File: config.mk
export PLATFORM = sky130hd
export DESIGN_NAME = lsp_splitter
export DESIGN_NICKNAME = d
export VERILOG_FILES = /design/src/rtl/lsp_pkg.sv /design/src/rtl/lsp_mask_gen.sv /design/src/rtl/lsp_tag_step.sv /design/src/rtl/lsp_out_stage.sv /design/src/rtl/lsp_splitter.sv
export SDC_FILE = /design/constraint.sdc
export NUM_CORES = 1
export LEC_CHECK = 0
export BUFFER_PORTS_ARGS = -buffer_cell sky130_fd_sc_hd__buf_4
export CAP_MARGIN = 15
export CORE_ASPECT_RATIO = 1.4
export CORE_MARGIN = 3
export CORE_UTILIZATION = 50
export CTS_CLUSTER_SIZE = 20
export DETAILED_ROUTE_END_ITERATION = 10
export GPL_TIMING_DRIVEN = 0
export PLACE_DENSITY = 0.86
export SLEW_MARGIN = 20
export SYNTH_ARGS = -nofsm -noshare
export SYNTH_HDL_FRONTEND = slang
export SYNTH_SLANG_ARGS = --single-unit
File: constraint.sdc
create_clock -name clk -period 3.35 [get_ports clk]
set_input_delay 0.67 -clock clk [delete_from_list [all_inputs] [get_ports clk]]
set_output_delay 0.67 -clock clk [all_outputs]
set_load 0.03 [all_outputs]
File: src/rtl/lsp_pkg.sv
package lsp_pkg;
  localparam int LSP_ADDR_W  = 32;
  localparam int LSP_OFFS_W  = 4;
  localparam int LSP_LEN_W   = 4;
  localparam int LSP_MAX_LEN = 8;
  localparam int LSP_LANES   = 2;
endpackage

File: src/rtl/lsp_mask_gen.sv
module lsp_mask_gen #(
  parameter int OFFS_W  = 4,
  parameter int LEN_W   = 4,
  parameter int MAX_LEN = 8,
  localparam int WIN    = 1 << OFFS_W,
  localparam int MAP_W  = 2 * WIN
) (
  input  logic [OFFS_W-1:0] off,
  input  logic [LEN_W-1:0]  len,
  output logic              legal,
  output logic [WIN-1:0]    map_lo,
  output logic [WIN-1:0]    map_hi
);
  logic [MAP_W-1:0] unary;
  logic [MAP_W-1:0] placed;

  always_comb begin
    legal  = (len != '0) && (int'(len) <= MAX_LEN);
    unary  = legal ? ((MAP_W'(1) << len) - MAP_W'(1)) : '0;
    placed = unary << off;
    map_lo = placed[WIN-1:0];
    map_hi = placed[MAP_W-1:WIN];
  end
endmodule

File: src/rtl/lsp_tag_step.sv
module lsp_tag_step #(
  parameter int TAG_W = 28
) (
  input  logic [TAG_W-1:0] tag,
  output logic [TAG_W-1:0] tag_next
);
  always_comb tag_next = tag + TAG_W'(1);
endmodule

File: src/rtl/lsp_out_stage.sv
module lsp_out_stage #(
  parameter int LANES = 2,
  parameter int TAG_W = 28,
  parameter int WIN   = 16
) (
  input  logic                        clk,
  input  logic                        rst_n,
  input  logic                        in_valid,
  output logic                        in_ready,
  input  logic [LANES-1:0]            in_lane_v,
  input  logic [LANES-1:0][TAG_W-1:0] in_tag,
  input  logic [LANES-1:0][WIN-1:0]   in_map,
  output logic                        q_valid,
  input  logic                        q_ready,
  output logic [LANES-1:0]            q_lane_v,
  output logic [LANES-1:0][TAG_W-1:0] q_tag,
  output logic [LANES-1:0][WIN-1:0]   q_map
);
  logic take;
  assign in_ready = !q_valid || q_ready;
  assign take     = in_valid && in_ready;

  always_ff @(posedge clk or negedge rst_n) begin
    if (!rst_n)        q_valid <= 1'b0;
    else if (take)     q_valid <= 1'b1;
    else if (q_ready)  q_valid <= 1'b0;
  end

  for (genvar g = 0; g < LANES; g++) begin : g_lane
    always_ff @(posedge clk or negedge rst_n) begin
      if (!rst_n) begin
        q_lane_v[g] <= 1'b0;
        q_tag[g]    <= '0;
        q_map[g]    <= '0;
      end else if (take) begin
        q_lane_v[g] <= in_lane_v[g];
        q_tag[g]    <= in_tag[g];
        q_map[g]    <= in_map[g];
      end else if (q_ready) begin
        q_lane_v[g] <= 1'b0;
      end
    end
  end
endmodule

File: src/rtl/lsp_splitter.sv
module lsp_splitter
  import lsp_pkg::*;
#(
  parameter int ADDR_W  = LSP_ADDR_W,
  parameter int OFFS_W  = LSP_OFFS_W,
  parameter int LEN_W   = LSP_LEN_W,
  parameter int MAX_LEN = LSP_MAX_LEN,
  localparam int TAG_W     = ADDR_W - OFFS_W,
  localparam int WIN_BYTES = 1 << OFFS_W
) (
  input  logic                 clk,
  input  logic                 rst_n,
  input  logic                 req_valid,
  output logic                 req_ready,
  input  logic [ADDR_W-1:0]    req_addr,
  input  logic [LEN_W-1:0]     req_len,
  output logic                 out_valid,
  input  logic                 out_ready,
  output logic                 lane0_valid,
  output logic [TAG_W-1:0]     lane0_tag,
  output logic [WIN_BYTES-1:0] lane0_map,
  output logic                 lane1_valid,
  output logic [TAG_W-1:0]     lane1_tag,
  output logic [WIN_BYTES-1:0] lane1_map
);
  logic                                legal;
  logic [WIN_BYTES-1:0]                map_lo, map_hi;
  logic [TAG_W-1:0]                    tag_nxt;
  logic [LSP_LANES-1:0]                st_v, q_v;
  logic [LSP_LANES-1:0][TAG_W-1:0]     st_tag, q_tag;
  logic [LSP_LANES-1:0][WIN_BYTES-1:0] st_map, q_map;

  lsp_mask_gen #(.OFFS_W(OFFS_W), .LEN_W(LEN_W), .MAX_LEN(MAX_LEN)) mask_i (
    .off(req_addr[OFFS_W-1:0]), .len(req_len),
    .legal(legal), .map_lo(map_lo), .map_hi(map_hi));

  lsp_tag_step #(.TAG_W(TAG_W)) step_i (
    .tag(req_addr[ADDR_W-1:OFFS_W]), .tag_next(tag_nxt));

  always_comb begin
    st_tag[0] = req_addr[ADDR_W-1:OFFS_W];
    st_tag[1] = tag_nxt;
    st_map[0] = map_lo;
    st_map[1] = map_hi;
    st_v[0]   = legal;
    st_v[1]   = |map_hi;
  end

  lsp_out_stage #(.LANES(LSP_LANES), .TAG_W(TAG_W), .WIN(WIN_BYTES)) out_i (
    .clk(clk), .rst_n(rst_n),
    .in_valid(req_valid), .in_ready(req_ready),
    .in_lane_v(st_v), .in_tag(st_tag), .in_map(st_map),
    .q_valid(out_valid), .q_ready(out_ready),
    .q_lane_v(q_v), .q_tag(q_tag), .q_map(q_map));

  assign lane0_valid = q_v[0];
  assign lane1_valid = q_v[1];
  assign lane0_tag   = q_tag[0];
  assign lane1_tag   = q_tag[1];
  assign lane0_map   = q_map[0];
  assign lane1_map   = q_map[1];
endmodule

Word level (Yosys, flattened, before mapping) --
Index checks and enable logic that the tools add are counted.
Word-level totals: output and inout bits 92, latch bits 0, logic and storage cells 24, bits in registers 91, memories 0, memory bits (read-only) 0, input port bits 40, memory bits (writable) 0
Operators by class: eq/ne operators 0, div/mod/pow operators 0, $lt $le $gt $ge 1, add/sub/neg operators 2, mux-type cells 5, bitwise gates (word level) 0, reduce and logical (&&, ||, !) cells 7, $mul 0, shift-type cells 2
Operators by type and width (count):
- $mux 32 | 1
- $shl 1x4->32 const A | 1
- $shl 32x4->32 | 1
- $sub 32x1->32 const B | 1
- $add 28x1->28 const B | 1
- $reduce_or 16->1 | 1
- $le 4x4->1 const B | 1
- $mux 1 | 4
- $reduce_bool 4->1 | 1
- $logic_and 1x1->1 | 2
- $reduce_bool 2->1 | 1
- $logic_not 1->1 | 1
- $logic_or 1x1->1 | 1

Logic depth before layout (Yosys ltp) --
depth after elaboration 6, depth in mapped cells 13, depth with buffers taken out 10

By module --
From an unflattened synthesis, not the netlist that was laid out.
Unflattened totals: cell total of the unflattened synthesis 450, area total of the unflattened synthesis 5526.6 sq um
By module, submodules not included:
- lsp_out_stage | area each 3854.9 sq um, cells each 196, instances 1, sequential area each 2277.2 sq um
- lsp_mask_gen | area each 1122.3 sq um, cells each 176, instances 1, sequential area each 0.0 sq um
- lsp_tag_step | area each 518.0 sq um, cells each 73, instances 1, sequential area each 0.0 sq um
- lsp_splitter | area each 31.3 sq um, cells each 5, instances 1, sequential area each 0.0 sq um

Worst setup path before layout --
No wires, ideal clock.
kind in2reg, start input port req_len[3], end register out_i.q_map[12] (netlist bit), arrival 2890 ps, path slack 385 ps, stages on the path 11, setup time 74 ps, path buffers 3, data required time 3276 ps, path through buf_2 -> or4_1 -> buf_2 -> ha_1 -> clkbuf_1 -> xor2_1 -> nor2_1 -> o32a_4 -> mux2_4 -> mux2_4 -> o21ai_2
Between the ends: cells in the longest elaborated chain, start to end 4, elaborated cells on any way between the ends 7, those cells by class add/sub: 1; order compare: 1; shift: 2; mux: 1; reduce/logical: 2
RTL lines:
- start: declaration | line lsp_splitter.sv:16 | input logic [LEN_W-1:0] req_len,
- $shl 1x4->32, or another cell as far along | line lsp_mask_gen.sv:19 | unary = legal ? ((MAP_W'(1) << len) - MAP_W'(1)) : '0;
- $sub 32x1->32 or $logic_and 1x1->1 (tied branches) | line lsp_mask_gen.sv:19, lsp_mask_gen.sv:18
- $mux 32 * | line lsp_mask_gen.sv:19
- $shl 32x4->32 * | line lsp_mask_gen.sv:20 | placed = unary << off;
- end signal: indexed assignment | line lsp_out_stage.sv:38 | q_map[g] <= in_map[g];
- end: declaration | line lsp_out_stage.sv:17 | output logic [LANES-1:0][WIN-1:0] q_map
Mark *: on every way between the ends. The rest lies on a longest branch, timed or not. A chain may end at the register's enable or synchronous reset.

Final worst setup path --
start input port req_len[2], end register out_i.q_lane_v[1]
Between the ends: cells in the longest elaborated chain, start to end 6, elaborated cells on any way between the ends 9, those cells by class add/sub: 1; order compare: 1; shift: 2; mux: 2; reduce/logical: 3
RTL lines:
- $shl 1x4->32, or another cell as far along | line lsp_mask_gen.sv:19
- $sub 32x1->32 or $logic_and 1x1->1 (tied branches) | line lsp_mask_gen.sv:19, lsp_mask_gen.sv:18
- $mux 32 * | line lsp_mask_gen.sv:19
- $shl 32x4->32 * | line lsp_mask_gen.sv:20
- $reduce_or 16->1 * | line lsp_splitter.sv:46 | st_v[1] = |map_hi;
- $mux 1 * | line lsp_out_stage.sv:35 | end else if (take) begin
- end signal: indexed assignment | line lsp_out_stage.sv:36 | q_lane_v[g] <= in_lane_v[g];
- end: declaration | line lsp_out_stage.sv:15 | output logic [LANES-1:0] q_lane_v,
Marked as above.

==> results_dict.tcl <==
set metrics [dict create \
    synth_edf_count 0 \
    critical_path.slowest_cell "or4_1" \
    antenna_found_initial 0 \
    hold_path.class "in -> async" \
    fp.coreArea_mm2 0.00918 \
    cpPeakStageDelay_ps 520 \
    yosysSeqAreaShare_pct 47.7 \
    netSwitchingFraction_pct 34.2 \
    ioPinCount 132 \
    tightest_slew_ps 812 \
    place_congestion 0.994 \
    port-buffer-count 127 \
    die-area_mm2 0.0108 \
    timing.fmax_ghz 0.314 \
    initial_utilization_pct 52.0 \
    drive_above_1_share_pct 22.6 \
    syn_area_mm2 0.00478 \
    criticalPathCategory "in -> reg" \
    totalWireLength_um 14600 \
    synthCells 561 \
    startpoint_type "primary input" \
    grt_overflow 0 \
    power_frac_seq_pct 41.4 \
    vias_per_cell 5.86 \
    period_share_pct 95.0 \
    dieHeight_um 122 \
    final_util_pct 67.0 \
    synth_top_cell_by_area "dfrtp_1" \
    clock_sinks 91 \
    yosys_register_bits 91 \
    slew_headroom_pct 45.9 \
    cts.hold.buffers_added 0 \
    crit_start "req_len[2]" \
    cp_data_arrival_time_ps 3380 \
    synth_ff_type "dfrtp_1" \
    cp-endpoint "out_i.q_lane_v[1]" \
    post-cts-setup-buffers 0 \
    drv_slew 0 \
    power_mw 3.16 \
    numCtsBuffers 9 \
    p_sw_mw 1.08 \
    yosys-top-cells-area "dfrtp_1, nand2_1, o21ai_0" \
    cts_tree "yes" \
    finalClockSkew_ps 6.45 \
    p_leak_nw 2.90 \
    reg2reg_depth 7 \
    setup_slack_ps 166 \
    final_antenna_net_count 0 \
    final_cell_mix "nand2_1, buf_4, dfrtp_1" \
    clk_pin_slew_worst_paths_ps 60 \
    crit_required_ps 3550 \
    firstDrtPassIters 5 \
    power.density_mw_per_mm2 513 \
    path_delay_family "simple AND/OR/NAND/NOR gates" \
    cts_root_buf "clkbuf_16" \
    drt_iter0_markers 272 \
    place_inst 795 \
    period_needed_ps 3180 \
    post_drt_wl_per_cell_um 18.0 \
    stdcell_count 811 \
    syn-num-nets 604 \
    setup_viol 0 \
    r2r-start "out_i.q_valid" \
    r2r-end "out_i.q_tag[10]" \
    grt_max_degree 92 \
    cp.buffers_inverters 3 \
    status "completed" \
    intPower_mw 2.08 \
    combPwrFrac_pct 28.5 \
    nNetsFinal 742 \
    cap_violations 0 \
    htreeDepth 3 \
    cts.path.max_buffers 2 \
    drcViolationCount 0 \
    clockPowerShare_pct 30.0 \
    vias 4756 \
    hold_viol 0 \
    ys.warnings.count 0 \
    dp_slack_ps -72.4 \
    layout_commonest_cell "nand2_1" \
    crit_cells 11 \
    hpwl_um 11100 \
    worstPathMaxFanout 9 \
    async_flop_share_pct 100 \
    rows 41 \
    hold_ws_ps 367 \
    syn_area_per_cell_um2 8.51 \
    clk_latency_ps 340 \
    syn_to_final_growth_pct 28.7 \
    yosysUniqueCellTypes 63 \
    die_w_um 88.6 \
    rrSetupSlack_ps 1350 \
    path_cells "buf_4, or4_1, buf_2, ha_1, clkbuf_1, nand4b_1, o211ai_1, o22ai_1, o21ai_1, nor4_1, a41oi_1" \
    rsz0062_at_grt "no" \
    grt_pass1_vias 4687 \
    synth_top_area_share_pct 47.7 \
    ir_worst_vdd_v 0.000232 \
    cts-resized-gates 0 \
    antenna_cells 0 \
    grt_use_total_pct 27.9 \
    crit_path_end_kind "flip-flop" \
    grt_pass1_wl_um 23200 \
]
-- worst register-to-register path, cell delays in order, from the launching register on --
cell and delay, ps:
dfrtp_1 380, nand2_1 120, and2_1 150, clkbuf_1 190, clkbuf_1 420, clkbuf_1 450
nand2_1 140, nand2_1 80
-- registers in the layout (all words and copies together) (netlist names) --
name,cells
out_i.q_valid,1
out_i.q_lane_v,2
out_i.q_map,32
out_i.q_tag,56
-- synth_stat cells, types with 7 or more instances --
master / n
a22o_1: 8
buf_2: 7
o21ai_0: 41
nand4_1: 8
a21oi_1: 16
xor2_1: 21
o21a_1: 7
dfrtp_1: 91
clkbuf_1: 30
nor3_1: 12
nor2_1: 36
xnor2_1: 7
nand2_1: 161
nand3_1: 16
nand2b_1: 7
o21ai_1: 11
-- logic make-up after synthesis --
group	after synthesis	share of synthesized area, %
adders and majority gates	3	0.786
buffers and inverters	45	3.72
and+or+nand+nor	267	24.9
muxes	3	0.838
xor gates and xnor gates	28	5.14
DFF	91	47.7
AOI/OAI and AO/OA	124	17.0
-- final cells by class --
type                    count  area (µm²)
clock buffers              12         256
well taps                 107         134
plain buffers              38         151
clock inverters             4        25.0
inverters                   7        26.3
flip-flops and latches     91        2280
multi-input cells         425        2320
repair buffers            127         957
fillers                   723        3030
-- power by group through the flow --
| stage | clock, mW | sequential, mW | combinational, mW |
|---|---|---|---|
| 3_5_place_dp | 0 | 1.33 | 0.895 |
| 3_3_place_gp | 0 | 1.32 | 0.877 |
| 4_1_cts | 0.953 | 1.31 | 0.901 |
| 2_1_floorplan | 0 | 1.57 | 0.257 |
| 6_report | 0.948 | 1.31 | 0.900 |
| 5_1_grt | 0.999 | 1.32 | 0.966 |
-- how the worst min path moves through the flow --
| stage | endpoint | slack (ps) | cells after the start |
|---|---|---|---|
| 2_1_floorplan | out_i.q_lane_v[0] | 370 | 0 |
| 4_1_cts | out_i.q_tag[10] | 480 | 2 |
| 3_5_place_dp | out_i.q_tag[10] | 460 | 2 |
| 6_report | out_i.q_tag[42] | 370 | 1 |
| 3_3_place_gp | out_i.q_tag[9] | 460 | 2 |
| 5_1_grt | out_i.q_tag[17] | 450 | 1 |
-- routing by layer --
metal	global-route usage (%)	routed length, µm	vias up
met5	0	22	-
met4	11.0	496	2
met3	5.41	1040	50
met2	50.6	7820	215
met1	31.5	5250	2281
li1	-	-	2208
-- stage by stage --
step / TNS, ps / cell area, µm²
floorplan: 0 / 4780
finish: 0 / 6150
CTS: 0 / 6140
global placement: -9.01 / 5860
detailed placement: -125 / 5860
global route: 0 / 6150
Note: power is estimated with default switching activity, not from simulation.
